**src/rtl/shift_pkg.sv**
```systemverilog
package shift_pkg;
  localparam int MODE_W   = 8;
  localparam int B_START  = 0;
  localparam int B_SOE    = 1;
  localparam int B_CKS_LO = 2;
  localparam int B_CKS_HI = 3;
  localparam int B_SCKOE  = 4;
  localparam int B_LSB    = 5;
  localparam int B_FLAG   = 6;
  localparam int B_IRQEN  = 7;
  localparam logic [1:0] CKS_EXT = 2'b11;

  typedef struct packed {
    logic shift;   // falling edge inside a transfer: move to next bit
    logic sample;  // rising edge: capture the serial input
    logic finish;  // eighth rising edge: final shift with live input
  } shiftStrobe_t;
endpackage

```
**src/rtl/shift_clk_gen.sv**
```systemverilog
module shift_clk_gen #(
  parameter int DIV_A = 2,
  parameter int DIV_B = 8,
  parameter int DIV_C = 32,
  parameter int SYNC_STAGES = 2
) (
  input  logic       clk,
  input  logic       rstN,
  input  logic [1:0] cks,
  input  logic       sclkIn,
  output logic       fallEvt,
  output logic       riseEvt,
  output logic       sclkLevel
);
  localparam int CNT_W = $clog2(DIV_C / 2) + 1;
  localparam logic [CNT_W-1:0] HALF_A = CNT_W'(DIV_A / 2 - 1);
  localparam logic [CNT_W-1:0] HALF_B = CNT_W'(DIV_B / 2 - 1);
  localparam logic [CNT_W-1:0] HALF_C = CNT_W'(DIV_C / 2 - 1);

  logic [CNT_W-1:0] cnt, halfM1;
  logic tick, sclkInt, extMode;
  logic [SYNC_STAGES:0] syncQ;
  logic extCur, extPrev;

  always_comb begin
    case (cks)
      2'b00:   halfM1 = HALF_A;
      2'b01:   halfM1 = HALF_B;
      default: halfM1 = HALF_C;
    endcase
  end

  assign tick = (cnt >= halfM1);

  always_ff @(posedge clk or negedge rstN) begin
    if (!rstN) begin
      cnt     <= '0;
      sclkInt <= 1'b1;
    end else begin
      cnt <= tick ? '0 : cnt + 1'b1;
      if (tick) sclkInt <= ~sclkInt;
    end
  end

  always_ff @(posedge clk or negedge rstN) begin
    if (!rstN) syncQ <= '1;
    else       syncQ <= {syncQ[SYNC_STAGES-1:0], sclkIn};
  end

  assign extCur  = syncQ[SYNC_STAGES-1];
  assign extPrev = syncQ[SYNC_STAGES];
  assign extMode = (cks == shift_pkg::CKS_EXT);

  assign fallEvt   = extMode ? (extPrev & ~extCur) : (tick & sclkInt);
  assign riseEvt   = extMode ? (~extPrev & extCur) : (tick & ~sclkInt);
  assign sclkLevel = sclkInt;
endmodule

```
**src/rtl/shift_ctrl.sv**
```systemverilog
module shift_ctrl #(
  parameter int DATA_W = 8
) (
  input  logic                          clk,
  input  logic                          rstN,
  input  logic                          modeWe,
  input  logic [shift_pkg::MODE_W-1:0]  modeWdata,
  input  logic                          dataWe,
  input  logic                          fallEvt,
  input  logic                          riseEvt,
  output logic [shift_pkg::MODE_W-1:0]  modeQ,
  output logic                          running,
  output logic                          dataLoad,
  output shift_pkg::shiftStrobe_t       strb
);
  import shift_pkg::*;
  localparam int CNT_W = $clog2(DATA_W);
  localparam logic [CNT_W-1:0] LAST_BIT = CNT_W'(DATA_W - 1);

  logic [MODE_W-1:0] modeR;
  logic [CNT_W-1:0]  bitCnt;
  logic active, stopReq, kick, flagNext;

  assign active  = modeR[B_START];
  assign stopReq = modeWe & ~modeWdata[B_START];
  assign kick    = active & ~running & fallEvt & ~stopReq;

  always_comb begin
    strb.shift  = active & running & fallEvt & ~stopReq;
    strb.sample = active & running & riseEvt & ~stopReq;
    strb.finish = strb.sample & (bitCnt == LAST_BIT);
  end

  always_comb begin
    flagNext = modeR[B_FLAG];
    if (modeWe && !modeWdata[B_FLAG]) flagNext = 1'b0;
    if (strb.finish)                  flagNext = 1'b1;
  end

  always_ff @(posedge clk or negedge rstN) begin
    if (!rstN) begin
      modeR   <= '0;
      running <= 1'b0;
      bitCnt  <= '0;
    end else begin
      modeR[B_FLAG] <= flagNext;
      if (!active) begin
        running <= 1'b0;
        bitCnt  <= '0;
        if (modeWe) begin
          modeR[B_START]           <= modeWdata[B_START];
          modeR[B_SOE]             <= modeWdata[B_SOE];
          modeR[B_CKS_HI:B_CKS_LO] <= modeWdata[B_CKS_HI:B_CKS_LO];
          modeR[B_SCKOE]           <= modeWdata[B_SCKOE];
          modeR[B_LSB]             <= modeWdata[B_LSB];
          modeR[B_IRQEN]           <= modeWdata[B_IRQEN];
        end
      end else if (stopReq || strb.finish) begin
        modeR[B_START] <= 1'b0;
        running        <= 1'b0;
        bitCnt         <= '0;
      end else begin
        if (kick)        running <= 1'b1;
        if (strb.sample) bitCnt  <= bitCnt + 1'b1;
      end
    end
  end

  assign modeQ    = modeR;
  assign dataLoad = dataWe & ~active;
endmodule

```
**src/rtl/shift_data.sv**
```systemverilog
module shift_data #(
  parameter int DATA_W = 8
) (
  input  logic                    clk,
  input  logic                    rstN,
  input  shift_pkg::shiftStrobe_t strb,
  input  logic                    dataLoad,
  input  logic [DATA_W-1:0]       dataWdata,
  input  logic                    lsbFirst,
  input  logic                    soe,
  input  logic                    sin,
  output logic [DATA_W-1:0]       dataQ,
  output logic                    sout
);
  logic [DATA_W-1:0] dataR;
  logic inBit;

  function automatic logic [DATA_W-1:0] pushBit(input logic [DATA_W-1:0] d,
                                               input logic b, input logic lsb);
    return lsb ? {b, d[DATA_W-1:1]} : {d[DATA_W-2:0], b};
  endfunction

  always_ff @(posedge clk or negedge rstN) begin
    if (!rstN) begin
      dataR <= '0;
      inBit <= 1'b0;
    end else begin
      if (strb.sample) inBit <= sin;
      if (dataLoad)         dataR <= dataWdata;
      else if (strb.finish) dataR <= pushBit(dataR, sin, lsbFirst);
      else if (strb.shift)  dataR <= pushBit(dataR, inBit, lsbFirst);
    end
  end

  assign dataQ = dataR;
  assign sout  = soe ? (lsbFirst ? dataR[0] : dataR[DATA_W-1]) : 1'b1;
endmodule

```
**src/rtl/sync_byte_shifter.sv**
```systemverilog
module sync_byte_shifter #(
  parameter int DATA_W = 8,
  parameter int DIV_A  = 2,
  parameter int DIV_B  = 8,
  parameter int DIV_C  = 32
) (
  input  logic              clk,
  input  logic              rstN,
  input  logic              modeWe,
  input  logic [7:0]        modeWdata,
  input  logic              dataWe,
  input  logic [DATA_W-1:0] dataWdata,
  output logic [7:0]        modeQ,
  output logic [DATA_W-1:0] dataQ,
  input  logic              sin,
  input  logic              sclkIn,
  output logic              sclkOut,
  output logic              sclkOe,
  output logic              sout,
  output logic              irq
);
  import shift_pkg::*;
  logic fallEvt, riseEvt, sclkLevel, running, dataLoad, extMode;
  shiftStrobe_t strb;

  shift_clk_gen #(.DIV_A(DIV_A), .DIV_B(DIV_B), .DIV_C(DIV_C), .SYNC_STAGES(2)) uClk (
    .clk(clk), .rstN(rstN), .cks(modeQ[B_CKS_HI:B_CKS_LO]), .sclkIn(sclkIn),
    .fallEvt(fallEvt), .riseEvt(riseEvt), .sclkLevel(sclkLevel));

  shift_ctrl #(.DATA_W(DATA_W)) uCtrl (
    .clk(clk), .rstN(rstN), .modeWe(modeWe), .modeWdata(modeWdata), .dataWe(dataWe),
    .fallEvt(fallEvt), .riseEvt(riseEvt), .modeQ(modeQ), .running(running),
    .dataLoad(dataLoad), .strb(strb));

  shift_data #(.DATA_W(DATA_W)) uData (
    .clk(clk), .rstN(rstN), .strb(strb), .dataLoad(dataLoad), .dataWdata(dataWdata),
    .lsbFirst(modeQ[B_LSB]), .soe(modeQ[B_SOE]), .sin(sin), .dataQ(dataQ), .sout(sout));

  assign extMode = (modeQ[B_CKS_HI:B_CKS_LO] == CKS_EXT);
  assign sclkOut = ~(running & ~extMode) | sclkLevel;
  assign sclkOe  = modeQ[B_SCKOE] & ~extMode;
  assign irq     = modeQ[B_FLAG] & modeQ[B_IRQEN];
endmodule

```
**config.mk**
```make
export PLATFORM = sky130hd
export DESIGN_NAME = sync_byte_shifter
export DESIGN_NICKNAME = d
export VERILOG_FILES = /design/src/rtl/shift_pkg.sv /design/src/rtl/shift_clk_gen.sv /design/src/rtl/shift_ctrl.sv /design/src/rtl/shift_data.sv /design/src/rtl/sync_byte_shifter.sv
export SDC_FILE = /design/constraint.sdc
export NUM_CORES = 1
export LEC_CHECK = 0
export BUFFER_PORTS_ARGS = -buffer_cell sky130_fd_sc_hd__buf_2
export CORE_MARGIN = 2
export CORE_UTILIZATION = 43
export DETAILED_ROUTE_END_ITERATION = 10
export MAX_ROUTING_LAYER = met4
export PLACE_DENSITY = 0.69
export RECOVER_POWER = 100
export SLEW_MARGIN = 40
export SYNTH_ARGS = -nofsm -noshare
export SYNTH_HDL_FRONTEND = slang
export SYNTH_SLANG_ARGS = --single-unit
```
**constraint.sdc**
```tcl
create_clock -name clk -period 2.3 [get_ports clk]
set_input_delay 0.115 -clock clk [delete_from_list [all_inputs] [get_ports clk]]
set_output_delay 0.115 -clock clk [all_outputs]
set_load 0.005 [all_outputs]
```
== Word-level counts from Yosys, hierarchy flattened ==
Cells that the tools add are included.

* Output and inout bits: 20
* Flip-flop bits (word level): 30
* Bits of input ports: 22

* Add/sub/neg operators: 2
* Reduce and logical (&&, ||, !) cells: 7
* Bitwise gates (word level): 28
* Muxes and demuxes: 22
* Equality and inequality tests: 5
* $lt $le $gt $ge: 1

{| class="wikitable"
|+ Operator list
! cell !! number
|-
| 2-to-1 mux 8 bit || 5
|-
| bitwise AND 1 bit || 18
|-
| 2-to-1 mux 1 bit || 12
|-
| 2-to-1 mux 3 bit || 3
|-
| NOT 1 bit || 9
|-
| one-hot mux 4 bit (2 select lines) || 1
|-
| inequality test 3 bit, second input constant || 2
|-
| adder 5 x 1 -> 5 bit, second input constant || 1
|-
| >= comparator 5 x 4 -> 1 bit || 1
|-
| 2-to-1 mux 5 bit || 1
|-
| adder 3 x 1 -> 3 bit, second input constant || 1
|-
| == test 3 bit, second input constant || 1
|-
| nonzero test 3 bit || 1
|-
| == test 2 x 1 -> 1 bit, second input constant || 1
|-
| == test 2 bit, second input constant || 1
|-
| logical NOT 2 bit || 1
|-
| AND reduction 2 bit || 1
|-
| nonzero test 2 bit || 1
|-
| logical AND 1 bit || 1
|-
| logical NOT 1 bit || 1
|-
| logical OR 1 bit || 1
|-
| OR 1 bit || 1
|}

== Depth between registers and ports, before layout ==
* Word-level depth: 11
* Mapped depth: 10
* Gate-level depth less buffers: 9

== Modules after synthesis ==
A second synthesis with hierarchy kept.

* Cell total of the unflattened synthesis: 152
* Area, all modules: 1,659.1 µm²

{| class="wikitable"
|+ By module, submodules not included
! module !! instances !! sequential area each (µm²) !! area each (µm²) !! cells an instance
|-
| shift_ctrl || 1 || 300.3 || 624.3 || 49
|-
| shift_data || 1 || 225.2 || 544.3 || 58
|-
| shift_clk_gen || 1 || 230.2 || 466.7 || 41
|-
| sync_byte_shifter || 1 || 0.0 || 23.8 || 4
|}

== Worst setup path after synthesis ==
No wires, ideal clock.

* Path kind: flip-flop to flip-flop
* Start: reg uCtrl.modeR[3] (netlist: uCtrl.modeQ[3])
* End: reg uData.dataR[1] (netlist: uData.dataQ[1])
* Cell stages (with the launch flop): 11
* Slack: 0.069 ns
* Arrival time: 2.106 ns
* Buffers on the path: 1
* Library setup time: 0.125 ns
* Data required time: 2.175 ns
* Period minus slack after synthesis: 2.231 ns
* Path through: dfrtp_1 > or2_2 > inv_1 > ha_1 > nand4b_1 > a21oi_1 > or2_4 > buf_6 > a21oi_4 > nand2_4 > mux2_4

* Longest elaborated chain between the ends: 10
* Elaborated cells on any way between the ends: 17
* Classes of those cells: 1 x order compare; 2 x eq/ne; 5 x mux; 7 x bitwise; 2 x reduce/logical

{| class="wikitable"
|+ Ends and longest elaborated chain
! item !! line !! RTL
|-
| start, declared || shift_ctrl.sv:20 || <nowiki>logic [MODE_W-1:0] modeR;</nowiki>
|-
| start signal, assigned by index || shift_ctrl.sv:46 || <nowiki>modeR[B_FLAG] <= flagNext;</nowiki>
|-
| start signal, assigned by index || shift_ctrl.sv:51 || <nowiki>modeR[B_START] <= modeWdata[B_START];</nowiki>
|-
| start signal, assigned by index || shift_ctrl.sv:52 || <nowiki>modeR[B_SOE] <= modeWdata[B_SOE];</nowiki>
|-
| == test 2 x 1 -> 1 bit or logical NOT 2 bit (tied branches) || shift_clk_gen.sv:26 || <nowiki>case (cks)</nowiki>
|-
| one-hot mux 4 bit (2 select lines) || shift_clk_gen.sv:26 ||
|-
| >= comparator 5 x 4 -> 1 bit || shift_clk_gen.sv:33 || <nowiki>assign tick = (cnt >= halfM1);</nowiki>
|-
| bitwise AND 1 bit || shift_clk_gen.sv:55 || <nowiki>assign riseEvt = extMode ? (~extPrev & extCur) : (tick & ~sclkInt);</nowiki>
|-
| 2-to-1 mux 1 bit || shift_clk_gen.sv:55 ||
|-
| bitwise AND 1 bit (2 in a row) || shift_ctrl.sv:30 || <nowiki>strb.sample = active & running & riseEvt & ~stopReq;</nowiki>
|-
| bitwise AND 1 bit || shift_ctrl.sv:31 || <nowiki>strb.finish = strb.sample & (bitCnt == LAST_BIT);</nowiki>
|-
| 2-to-1 mux 8 bit || shift_data.sv:30 || <nowiki>else if (strb.finish) dataR <= pushBit(dataR, sin, lsbFirst);</nowiki>
|-
| 2-to-1 mux 8 bit || shift_data.sv:29 || <nowiki>if (dataLoad) dataR <= dataWdata;</nowiki>
|-
| end signal, assigned || shift_data.sv:29 ||
|-
| end signal, assigned || shift_data.sv:30 ||
|-
| end signal, assigned || shift_data.sv:31 || <nowiki>else if (strb.shift) dataR <= pushBit(dataR, inBit, lsbFirst);</nowiki>
|-
| end, declared || shift_data.sv:15 || <nowiki>logic [DATA_W-1:0] dataR;</nowiki>
|}

Several ways; a longest one is shown, not always the timed one.
A chain may end at the register's enable or synchronous reset.

== Worst setup path in the final report ==
* Start: reg uCtrl.modeR[3] (netlist: uCtrl.modeQ[3])
* End: reg uData.dataR[3] (netlist: uData.dataQ[3])

The elaborated chain is that of the path after synthesis.

==> summary.md <==
| Metric | Value |
|---|---|
| Die Y | 65.8 um |
| Aggregate global routing overflow | 0 |
| CTS tree | yes |
| CP Capture Type | flip-flop |
| Residual DRC | 0 |
| Worst Tran Pin Value | 1.61 ns |
| Boundary Pins | 42 |
| Critical Path Stages | 9 |
| Rel. slew slack | -7.32% |
| Die area | 0.00433 mm^2 |
| WHS | 0.0571 ns |
| Netlist area before placement | 0.00164 mm^2 |
| Leading register cell type out of synthesis | dfrtp_1 |
| Layout cell share with drive strength beyond 1 | 38.5% |
| DR iter-0 viols | 50 |
| Initial antenna violation count | 0 |
| Final HPWL DP | 2630 um |
| Crit path max-delay family | simple AND/OR/NAND/NOR gates |
| H-tree levels | 2 |
| Area Growth Syn to Fin | 25.8% |
| CP peak stage delay | 0.42 ns |
| Router iterations before antenna repair | 4 |
| Sequential fraction of the synthesis area | 46.0% |
| Post-Syn Area per Cell | 10.8 um^2 |
| Number of flops mapped to enable cells by yosys | 0 |
| Number of synthesis warnings | 0 |
| Fillcell total | 311 |
| Clk_lat worst skew | 0.27 ns |
| Slowest cell on crit path | dfrtp_1 |
| Worst R2R Path Depth | 9 |
| CP Data Required Time | 2.46 ns |
| RSZ-0062 raised after global routing | false |
| Post-Route WL | 3550 um |
| CTS Sinks | 30 |
| Port Buf Inserts | 41 |
| Power density over cell area | 994 mW/mm^2 |
| CP Class | flip-flop to flip-flop |
| Diodes inserted | 0 |
| Post-DRT Antenna Nets | 0 |
| Total core area | 0.00366 mm^2 |
| Setup TNS Final | 0 ns |
| Worst min-delay path category | input pin to flip-flop |
| Max frequency | 451 MHz |
| Wirelength per Cell | 14.0 um |
| CTS Buf Count | 5 |
| Num rows | 22 |
| Period utilization | 96.3% |
| Ys async rst share | 100% |
| Worst-path cell chain | or2_4 -> inv_1 -> ha_1 -> nand4b_1 -> a21oi_2 -> or2_4 -> a41oi_2 -> nand2_4 -> mux2_4 |
| Setup violations, final | 0 |
| Crit path launch type | flip-flop |
| Final worst path period need | 2.22 ns |
| Hold Vio Cnt, Final | 0 |
| DR vias | 1284 |
| Die Width | 65.8 um |
| WHS Path Cells | 3 |
| Initial core utilization | 44.9% |
| Vias in the first global route | 1268 |
| Layout Nets | 233 |
| Dpl cell area | 0.00192 mm^2 |
| Peak supply drop | 505 uV |
| Status | finished, violations left |
| Syn Nets | 181 |
| Critical Path Most Common Cell | or2_4 |
| Tot GR Track Use | 18.4% |
| Clock tree root buffer cell | clkbuf_8 |
| Distinct cell type count after synthesis | 40 |
| Leakage | 0.986 nW |
| First-pass GRT wire length | 5810 um |
| Setup Skew | 0.00622 ns |
| Clock Path Buffers | 2 |
| Vias per std cell | 5.08 |
| Post-route cell area | 0.00207 mm^2 |
| Post-Layout Cell Count | 253 |
| Largest net degree at the start of global routing | 31 |
| CP Buf/Inv Count | 1 |
| Max Slew Vio Count | 31 |
| MaxCap Viol Count | 1 |
| Gpl congestion | 0.787 |
| Clk slew on worst S/H paths | 0.07 ns |
| Violated checks | capacitance limit, slew limit |
| Cells after synthesis | 152 |
| #FFs+latches synth | 30 |
| Number of instances in the placed design | 241 |
| Post-Route Utilization | 56.5% |
| CP max FO | 6 |
| Worst endpoint data arrival time | 2.37 ns |
==> registers in the layout, summed over array words and instances, names as in the netlist <==
signal and flops:
uCtrl.bitCnt 3, uCtrl.running 1, uData.inBit 1, uClk.sclkLevel 1
uClk.syncQ 3, uData.dataQ 8, uCtrl.modeQ 8, uClk.cnt 5
==> repair_timing <==
action / CTS / global route
resized for setup: 0 / 8
setup buffers: 1 / 1
endpoints found under the hold margin: 27 / 0
pin swaps: 1 / 2
setup endpoints to repair: 7 / 8
hold buffers: 2 / 0
==> routing by layer <==
layer | global-route usage (%) | wire length (um)
met5 | - | 0
met4 | 8.59 | 54
met3 | 4.09 | 135
met2 | 28.5 | 1680
met1 | 22.9 | 1680
==> worst paths after layout <==
check | to | slack [ns] | start
min in group asynchronous | uData.dataQ[0] | 0.78 | rstN
worst max register to register | uData.dataQ[3] | 0.08 | uCtrl.modeQ[3]
worst min-delay path | uCtrl.modeQ[5] | 0.06 | modeWdata[5]
max in group asynchronous | uClk.cnt[0] | 0.59 | rstN
worst max-delay path | uData.dataQ[3] | 0.08 | uCtrl.modeQ[3]
worst min register to register | uClk.syncQ[1] | 0.36 | uClk.syncQ[0]
==> area by class of cell <==
type / instances / area [um^2] / share of cell area (%)
multi-input combinational: 108 / 848 / 41.0
clock buffer: 6 / 82.6 / 4.00
sequential: 30 / 756 / 36.6
timing repair buffer: 51 / 278 / 13.4
inverter: 8 / 30.0 / 1.45
tap: 48 / 60.1 / 2.91
clock inverter: 2 / 12.5 / 0.605
==> worst min-delay path: stages <==
cell	delay, ns
buf_2	0.08
nand2_1	0.03
o21ai_0	0.07
==> stage by stage <==
| step | total power [mW] | setup slack [ns] |
|---|---|---|
| 2_1_floorplan | 1.34 | 0.0686 |
| 3_3_place_gp | 1.55 | 0.0489 |
| 3_5_place_dp | 1.59 | -0.0393 |
| 4_1_cts | 2.05 | 0.0113 |
| 5_1_grt | 2.22 | 0.00481 |
| 6_report | 2.05 | 0.0842 |
==> report_power, final <==
part	leakage [nW]	internal, mW	total (mW)	switching, mW
logic	0.573	0.420	0.773	0.353
registers	0.365	0.684	0.849	0.165
clock network	0.0472	0.240	0.433	0.193
==> placed cells by master, fill, tap and decap left out, types with 2 or more instances in the layout <==
master          n
buf_2          35
dfrtp_1        26
nand2_1        14
o21ai_0        12
nor2_1         11
mux2i_1         8
inv_1           7
clkbuf_1        7
mux2_4          6
ha_1            6
clkbuf_8        6
buf_4           5
mux2_2          4
nand3_1         3
a211oi_2        3
xor2_1          3
nand3b_1        3
nand2b_1        3
a21oi_1         3
dfstp_2         3
or2_4           2
and2_1          2
nor3b_1         2
a211o_2         2
a32oi_1         2
o21a_1          2
dlygate4sd3_1   2
==> cell families after synthesis <==
logic type	Yosys count	synth area share, %
compound gates	32	14.0
xor+xnor	4	2.13
fa+ha+maj	7	5.33
buf+inv	14	4.11
flops	30	46.0
mux	18	13.1
simple gates	47	15.3
==> cell usage after synthesis, types with 2 or more instances <==
cell	number	area [um^2]
clkbuf_1	3	11.3
o21a_1	2	15.0
nand3b_1	3	22.5
a211o_2	2	20.0
nand2b_1	3	18.8
buf_4	2	15.0
mux2_4	6	90.1
mux2i_1	8	80.1
a32oi_1	2	17.5
and2_1	2	12.5
xor2_1	3	26.3
nand3_1	3	15.0
nor3b_1	2	15.0
dfstp_2	4	105
o21ai_0	13	65.1
ha_1	7	87.6
a211oi_1	3	22.5
nor2_1	11	41.3
nand2_1	14	52.6
dfrtp_1	26	651
mux2_2	4	45.0
inv_1	8	30.0
a21oi_1	4	20.0
Power figures use the tool's default switching activity.
